[src/rtl/serial_tx_pkg.sv]
package serial_tx_pkg;

    localparam int BYTE_W = 8;

    typedef struct packed {
        logic [1:0] len;
        logic       stop2;
        logic       par_en;
        logic       par_sel;
        logic       par_fix;
    } tx_fmt_t;

    typedef enum logic [2:0] {
        SER_IDLE,
        SER_START,
        SER_DATA,
        SER_PAR,
        SER_STOP
    } ser_state_e;

    // number of data bits for a length code
    function automatic logic [3:0] data_bits(input logic [1:0] len);
        return 4'd5 + {2'b00, len};
    endfunction

    // keep only the bits that go on the line
    function automatic logic [BYTE_W-1:0] trim_data(input logic [BYTE_W-1:0] d,
                                                    input logic [1:0]        len);
        logic [BYTE_W-1:0] m;
        m = 8'hFF >> (2'd3 - len);
        return d & m;
    endfunction

    function automatic logic parity_of(input logic [BYTE_W-1:0] d, input tx_fmt_t f);
        logic ones_odd;
        ones_odd = ^trim_data(d, f.len);
        if (f.par_fix) begin
            return ~f.par_sel;
        end
        return ones_odd ^ ~f.par_sel;
    endfunction

endpackage

[src/rtl/tx_queue.sv]
module tx_queue #(
    parameter int DEPTH = 16,
    parameter int W     = 8,
    localparam int AW   = (DEPTH > 1) ? $clog2(DEPTH) : 1,
    localparam int CW   = $clog2(DEPTH + 1)
) (
    input  logic          clk,
    input  logic          rst,
    input  logic          push,
    input  logic [W-1:0]  push_data,
    input  logic          pop,
    output logic [W-1:0]  head,
    output logic [CW-1:0] level
);
    logic [W-1:0]  slots [DEPTH];
    logic [AW-1:0] wr_ptr;
    logic [AW-1:0] rd_ptr;
    logic          take_in;
    logic          take_out;

    assign take_in  = push && (level != CW'(DEPTH));
    assign take_out = pop && (level != '0);
    assign head     = slots[rd_ptr];

    function automatic logic [AW-1:0] bump(input logic [AW-1:0] p);
        return (p == AW'(DEPTH - 1)) ? '0 : p + 1'b1;
    endfunction

    always_ff @(posedge clk) begin
        if (take_in) begin
            slots[wr_ptr] <= push_data;
        end
    end

    always_ff @(posedge clk) begin
        if (rst) begin
            wr_ptr <= '0;
            rd_ptr <= '0;
            level  <= '0;
        end else begin
            if (take_in) begin
                wr_ptr <= bump(wr_ptr);
            end
            if (take_out) begin
                rd_ptr <= bump(rd_ptr);
            end
            case ({take_in, take_out})
                2'b10:   level <= level + 1'b1;
                2'b01:   level <= level - 1'b1;
                default: level <= level;
            endcase
        end
    end

endmodule

[src/rtl/tx_bit_timer.sv]
module tx_bit_timer #(
    parameter int TICKS = 16,
    localparam int TW   = (TICKS > 1) ? $clog2(TICKS) : 1
) (
    input  logic clk,
    input  logic rst,
    input  logic restart,
    input  logic tick,
    output logic bit_done
);
    logic [TW-1:0] phase;

    assign bit_done = tick && (phase == TW'(TICKS - 1));

    always_ff @(posedge clk) begin
        if (rst || restart) begin
            phase <= '0;
        end else if (tick) begin
            phase <= (phase == TW'(TICKS - 1)) ? '0 : phase + 1'b1;
        end
    end

endmodule

[src/rtl/tx_serializer.sv]
module tx_serializer
    import serial_tx_pkg::*;
(
    input  logic              clk,
    input  logic              rst,
    input  tx_fmt_t           fmt,
    input  logic              have_byte,
    input  logic [BYTE_W-1:0] next_byte,
    input  logic              bit_done,
    output logic              take_byte,
    output logic              line,
    output logic              busy
);
    ser_state_e        state;
    tx_fmt_t           fmt_q;
    logic [BYTE_W-1:0] shreg;
    logic [3:0]        bit_idx;
    logic              par_q;
    logic              stop_idx;

    assign take_byte = (state == SER_IDLE) && have_byte;
    assign busy      = (state != SER_IDLE);

    always_ff @(posedge clk) begin
        if (rst) begin
            state    <= SER_IDLE;
            fmt_q    <= '0;
            shreg    <= '0;
            bit_idx  <= '0;
            par_q    <= 1'b0;
            stop_idx <= 1'b0;
            line     <= 1'b1;
        end else begin
            case (state)
                SER_IDLE: begin
                    line <= 1'b1;
                    if (have_byte) begin
                        state   <= SER_START;
                        line    <= 1'b0;
                        shreg   <= next_byte;
                        fmt_q   <= fmt;
                        par_q   <= parity_of(next_byte, fmt);
                        bit_idx <= '0;
                    end
                end
                SER_START: begin
                    if (bit_done) begin
                        state <= SER_DATA;
                        line  <= shreg[0];
                    end
                end
                SER_DATA: begin
                    if (bit_done) begin
                        if (bit_idx == data_bits(fmt_q.len) - 4'd1) begin
                            if (fmt_q.par_en) begin
                                state <= SER_PAR;
                                line  <= par_q;
                            end else begin
                                state    <= SER_STOP;
                                line     <= 1'b1;
                                stop_idx <= 1'b0;
                            end
                        end else begin
                            shreg   <= shreg >> 1;
                            line    <= shreg[1];
                            bit_idx <= bit_idx + 4'd1;
                        end
                    end
                end
                SER_PAR: begin
                    if (bit_done) begin
                        state    <= SER_STOP;
                        line     <= 1'b1;
                        stop_idx <= 1'b0;
                    end
                end
                SER_STOP: begin
                    if (bit_done) begin
                        if (fmt_q.stop2 && !stop_idx) begin
                            stop_idx <= 1'b1;
                        end else begin
                            state <= SER_IDLE;
                        end
                    end
                end
                default: state <= SER_IDLE;
            endcase
        end
    end

endmodule

[src/rtl/serial_tx_top.sv]
module serial_tx_top
    import serial_tx_pkg::*;
#(
    parameter int QUEUE_DEPTH   = 16,
    parameter int TICKS_PER_BIT = 16,
    localparam int LW           = $clog2(QUEUE_DEPTH + 1)
) (
    input  logic       clk,
    input  logic       rst,
    input  logic       wr_en,
    input  logic [7:0] wr_data,
    input  logic       baud_tick16,
    input  logic [1:0] fmt_len,
    input  logic       fmt_stop2,
    input  logic       fmt_par_en,
    input  logic       fmt_par_sel,
    input  logic       fmt_par_fix,
    input  logic       line_break,
    output logic       txd,
    output logic       hold_empty,
    output logic       tx_empty
);
    tx_fmt_t           fmt;
    logic [LW-1:0]     q_level;
    logic [BYTE_W-1:0] q_head;
    logic              q_pop;
    logic              q_empty;
    logic              bit_done;
    logic              ser_line;
    logic              ser_busy;
    logic              txd_q;

    assign fmt = '{len: fmt_len, stop2: fmt_stop2, par_en: fmt_par_en,
                   par_sel: fmt_par_sel, par_fix: fmt_par_fix};

    tx_queue #(.DEPTH(QUEUE_DEPTH), .W(BYTE_W)) u_queue (
        .clk       (clk),
        .rst       (rst),
        .push      (wr_en),
        .push_data (wr_data),
        .pop       (q_pop),
        .head      (q_head),
        .level     (q_level)
    );

    assign q_empty = (q_level == '0);

    tx_bit_timer #(.TICKS(TICKS_PER_BIT)) u_timer (
        .clk      (clk),
        .rst      (rst),
        .restart  (q_pop),
        .tick     (baud_tick16),
        .bit_done (bit_done)
    );

    tx_serializer u_ser (
        .clk       (clk),
        .rst       (rst),
        .fmt       (fmt),
        .have_byte (!q_empty),
        .next_byte (q_head),
        .bit_done  (bit_done),
        .take_byte (q_pop),
        .line      (ser_line),
        .busy      (ser_busy)
    );

    always_ff @(posedge clk) begin
        if (rst) begin
            txd_q <= 1'b1;
        end else begin
            txd_q <= line_break ? 1'b0 : ser_line;
        end
    end

    assign txd        = txd_q;
    assign hold_empty = q_empty && !wr_en;
    assign tx_empty   = hold_empty && !ser_busy;

endmodule

[config.mk]
export PLATFORM = sky130hd
export DESIGN_NAME = serial_tx_top
export DESIGN_NICKNAME = d
export VERILOG_FILES = /design/src/rtl/serial_tx_pkg.sv /design/src/rtl/tx_queue.sv /design/src/rtl/tx_bit_timer.sv /design/src/rtl/tx_serializer.sv /design/src/rtl/serial_tx_top.sv
export SDC_FILE = /design/constraint.sdc
export NUM_CORES = 1
export LEC_CHECK = 0
export BUFFER_PORTS_ARGS = -buffer_cell sky130_fd_sc_hd__buf_2
export CAP_MARGIN = 20
export CORE_UTILIZATION = 50
export CTS_CLUSTER_SIZE = 40
export DETAILED_ROUTE_END_ITERATION = 8
export PLACE_DENSITY = 0.64
export SYNTH_ARGS = -nofsm -noshare
export SYNTH_HDL_FRONTEND = slang
export SYNTH_SLANG_ARGS = --single-unit
export TNS_END_PERCENT = 5
[constraint.sdc]
create_clock -name clk -period 3.6 [get_ports clk]
set_clock_uncertainty 0.2 [all_clocks]
set_input_delay 0.72 -clock clk [delete_from_list [all_inputs] [get_ports clk]]
set_output_delay 0.72 -clock clk [all_outputs]
set_load 0.05 [all_outputs]
* Word-level counts from Yosys, hierarchy flattened
Memory sizes are Yosys's and may differ from the RTL's. A register that Yosys moved wholly into a read port is not among the register bits.
Index checks and enable logic that the tools add are counted.
** Storage, ports and cells
- Memories :: 1
- Output and inout port bits :: 3
- Logic and storage cells :: 122
- Input port bits :: 19
- Memory bits (writable) :: 128
- Bits in registers :: 40
** Operators by class
- Shifts and indexed selects :: 1
- Mux-type cells :: 46
- Add/subtract/negate cells :: 9
- Bitwise operators :: 4
- Reduce and logical (&&, ||, !) cells :: 26
- Equal/unequal tests :: 21
** Memories
- u_queue.slots :: words 16, bits a word 8, read ports 1, clocked after memory_dff 1, write ports 1, RTL line tx_queue.sv:15 : logic [W-1:0] slots [DEPTH];
** Operators by type and width (number)
- two-way mux 4 bit :: 8
- two-way mux 3 bit :: 8
- two-way mux 8 bit :: 3
- two-way mux 1 bit :: 21
- adder 4 x 1 -> 4 bit, second input constant :: 4
- inequality test 2 bit, second input constant :: 8
- case mux 8 bit (2 select lines) :: 1
- case mux 3 bit (5 select lines) :: 1
- AND reduction 7 bit :: 2
- equality test 4 bit, second input constant :: 3
- case mux 5 bit (2 select lines) :: 1
- bitwise AND 8 bit :: 1
- case mux 4 bit (2 select lines) :: 1
- AND reduction 4 bit :: 2
- parity 8 bit :: 1
- right shift 8 x 2 -> 8 bit, first input constant :: 1
- logical AND 1 bit :: 7
- equality test 3 x 2 -> 1 bit, second input constant :: 2
- nonzero test 3 bit :: 2
- adder 5 x 1 -> 5 bit, second input constant :: 1
- zero test 5 bit :: 1
- inequality test 5 bit, second input constant :: 1
- nonzero test 5 bit :: 1
- subtractor 5 x 1 -> 5 bit, second input constant :: 1
- other kinds (19) :: 25

* Longest topological paths before layout
- Depth after elaboration :: 6
- Mapped depth :: 16

* Modules after synthesis
A second synthesis with hierarchy kept.
** Unflattened totals
- Cell total of the unflattened synthesis :: 474
- Area, all modules :: 7395.8 µm²
** By module, submodules not included
- tx_queue :: times used 1, cells an instance 295, area an instance 5911.9 µm²
- tx_serializer :: times used 1, cells an instance 154, area an instance 1243.7 µm²
- tx_bit_timer :: times used 1, cells an instance 17, area an instance 173.9 µm²
- serial_tx_top :: times used 1, cells an instance 8, area an instance 66.3 µm²

* Worst setup path after synthesis
Ideal clock, no wire load.
- Path kind :: reg-to-output
- Start point :: reg u_queue.level[2]
- End point :: out tx_empty
- Slack :: -0.578 ns
- Stages on the path, launching flop included :: 6
- Required time :: 2.680 ns
- Arrival time :: 3.258 ns
- Cells stage by stage :: dfxtp_1 > clkbuf_1 > nor4_1 > nand2b_1 > nor2_1 > nor4b_1
** On the way
- Cells in the longest elaborated chain, start to end :: 3
** RTL lines
- from (decl) :: RTL line tx_queue.sv:13 : output logic [CW-1:0] level
- from (signal assigned) :: RTL line tx_queue.sv:48 : 2'b10: level <= level + 1'b1;
- from (signal assigned) :: RTL line tx_queue.sv:49 : 2'b01: level <= level - 1'b1;
- from (signal assigned) :: RTL line tx_queue.sv:50 : default: level <= level;
- zero test 5 bit :: RTL line serial_tx_top.sv:46 : assign q_empty = (q_level == '0);
- logical AND 1 bit :: RTL line serial_tx_top.sv:77 : assign hold_empty = q_empty && !wr_en;
- net hold_empty :: RTL line serial_tx_top.sv:20 : output logic hold_empty,
- logical AND 1 bit :: RTL line serial_tx_top.sv:78 : assign tx_empty = hold_empty && !ser_busy;
- to (decl) :: RTL line serial_tx_top.sv:21 : output logic tx_empty
The timed path passes the listed nets, and every way through them passes these cells.

==> impl_metrics.toml <==
[clocking]
post_cts_resized = 0
clkLatencyLatePin_ns = 0.42
numClockSinks = 172
cts_hold_buf = 0
h-tree-depth = 4
cts_buffer_depth = 2
post-cts-setup-buffer-count = 0
cts.clk_slew.worst_paths_ns = 0.06
cts_buffers = 17
root_buffer = "clkbuf_16"
cts_tree = "done"

[floorplanning]
die_x_um = 122
die_area_um2 = 14800
die_height_um = 122
start_util_pct = 51.5
core_um2 = 13900
fp-row-count = 43
ioPinCount = 22

[logic_synthesis]
synth.top_cell.area_share_pct = 53.5
yosys.area_share.simple_pct = 8.76
ys_seq_elements = 172
synth_compound_area_share_pct = 5.54
synth_top_family_by_area = "multiplexers"
synthArstFlopShare_pct = 0
ys_seq_area_share_pct = 65.8
synthCells = 481
synth-xor-area-share_pct = 2.73
synth_edf_count = 128
ys_warn_count = 0
ys_top_cells_by_area = "edfxtp_1, dfxtp_1, mux4_2"
synthMuxAreaShare_pct = 12.8
synth_commonest_cells = "edfxtp_1, nor2_1, dfxtp_1, nand2_1, mux4_2"
synth_fa_ha_area_share_pct = 1.74
syn-num-nets = 510
yosysTopAreaCell = "edfxtp_1"
synth_top_flop_cell = "edfxtp_1"
synthDistinctLibCells = 54
syn_area_um2 = 7180
syn_avg_cell_area_um2 = 14.9
synth_most_common_cell = "edfxtp_1"

[global_route]
antenna_found_initial = 0
track_usage_pct = 21.3
grt_pass1_vias = 4084
grt-ovfl-total = 0
grt_pass1_wl_um = 22500
grt_max_degree = 35

[sta]
slew_headroom_pct = 52.8
finalMaxSlewViolations = 0
clock.fmax_mhz = 309
worstMarginPinSlew_ns = 0.698
finalHoldViolCount = 0
rsz0062_at_grt = "false"
period_needed_ns = 3.24
fin_setup_tns_ns = 0
fin_ws_ns = 0.365
worst_hold_slack_ns = 0.267
min_period_over_period_pct = 89.9
setup_violations = 0

[drt]
drt_wl_total_um = 14300
firstDrtPassIters = 4
detail-route-antenna-nets = 0
drt_iter0_drc = 277
viasPerCell = 5.76
drc = 0
dr_total_vias = 4083
avgRoutedWirePerCell_um = 20.2

[placed_design]
place.gp.congestion = 0.866
dpl-instance-area_um2 = 7580
portBuffers = 21
place_ws_ns = 0.371
dp_hpwl_um = 9210

[setup_path]
end_kind = "flip-flop"
arrival_ns = 3.37
cp_cell_sequence = "buf_4 -> mux4_2 -> a22oi_1 -> nand3_1 -> or2_1 -> o32a_1 -> and3_1 -> o31a_1 -> o41ai_2"
crit_fanout = 11
cpLargestDelayFamily = "compound AO/OA/AOI/OAI gates"
cp_num_buf_inv = 1
cp_slowest_stage_delay_ns = 0.56
crit_type = "flip-flop to flip-flop"
start_kind = "flip-flop"
required_ns = 3.74
cp_slowest_cell = "dfxtp_2"

[final_layout]
fillCellCount = 1066
diodes = 0
final_layout_size_suffix_gt1_share_pct = 20.2
design_area_um2 = 8130
final_nets = 547
syn_to_final_growth_pct = 13.2

[power]
p_per_area_nw_per_um2 = 723
p_leak_nw = 2.76
post-layout-total-power_mw = 5.88
ir_drop_mv = 0.493

[outcome]
status = "finished, final reports clean"

[hold_path]
min_path_type = "flip-flop to flip-flop"

[run]
maxCapViolCount = 0
-- per-layer routing --
metal / track usage (%) / share of wire, %
met2: 35.0 / 51
met3: 5.62 / 5.0
met4: 7.33 / 1.7
met1: 27.4 / 43
met5: 0 / 0
-- path summary, 6_finish.rpt --
check                           cells after the start                        to  slack (ns)               startpoint
worst min register to register                      1            txd$_SDFF_PP1_        0.27  u_ser.line$_SDFFE_PP1P_
worst max-delay path                                9  u_ser.par_q$_SDFFE_PP0P_        0.36                flip-flop
worst min-delay path                                1            txd$_SDFF_PP1_        0.27  u_ser.line$_SDFFE_PP1P_
worst max register to register                      9  u_ser.par_q$_SDFFE_PP0P_        0.36                flip-flop
-- flip-flops by register name (all words and copies together), names as in the netlist, named ones only --
signal and cells:
u_queue.rd_ptr 4, u_ser.fmt_q 4, u_ser.state 3, u_ser.line 1, u_queue.wr_ptr 4, u_queue.slots 128
u_ser.shreg 8, txd 1, u_ser.bit_idx 4, u_ser.par_q 1, u_timer.phase 4, u_queue.level 5
u_ser.stop_idx 1
-- area by class of cell --
class | instances | area (um2) | share of cell area (%)
sequential | 172 | 4730 | 58.1
multi-input combinational | 272 | 2280 | 28.1
clock buffer | 20 | 437 | 5.37
timing repair buffer | 45 | 310 | 3.82
tap | 180 | 225 | 2.77
clock inverter | 10 | 115 | 1.42
inverter | 10 | 37.5 | 0.462
-- per-stage QoR --
stage / util [%] / cells
after floorplan: - / 481
after global placement: 54.4 / 679
after detailed placement: 54.4 / 679
after CTS: 58.4 / 709
after global routing: 58.4 / 709
final: 58.4 / 709
-- where the power goes --
group	internal (mW)	leakage [nW]	switching, mW
combinational	0.768	0.976	0.914
sequential	2.30	1.52	0.167
clock	1.01	0.262	0.721
total	4.08	2.76	1.80
-- worst reg2reg max path, stage by stage (launching register included) --
cell and delay [ns]:
dfxtp_2 0.56, buf_4 0.22, mux4_2 0.50, a22oi_1 0.23, nand3_1 0.21, or2_1 0.28, o32a_1 0.35, and3_1 0.18
o31a_1 0.24, o41ai_2 0.18
-- cells in the final DEF, fill, tap and decap left out, types with 2 or more instances in the layout --
cell / n
a211oi_1: 9
a21oi_1: 24
a22oi_1: 5
a311oi_1: 2
buf_12: 2
buf_2: 21
buf_4: 22
bufinv_16: 2
clkbuf_1: 3
clkbuf_16: 17
clkinv_1: 2
dfxtp_1: 43
edfxtp_1: 128
ha_1: 10
inv_1: 9
inv_6: 3
mux2i_1: 11
mux4_1: 6
mux4_2: 29
nand2_1: 34
nand2b_1: 6
nand3_1: 12
nand4_1: 3
nor2_1: 48
nor2b_1: 3
nor3_1: 12
nor4_1: 3
o21ai_0: 6
or3_1: 4
xnor2_1: 6
xor2_1: 12
-- logic make-up after synthesis --
| kind of cell | after synthesis |
|---|---|
| AND/OR/NAND/NOR | 136 |
| buffers and inverters | 37 |
| multiplexers | 46 |
| adder cells (fa/ha/maj) | 10 |
| XOR/XNOR | 20 |
| flip-flops | 172 |
| AO/OA/AOI/OAI | 60 |
No activity file was read; power rests on OpenSTA's default activity.
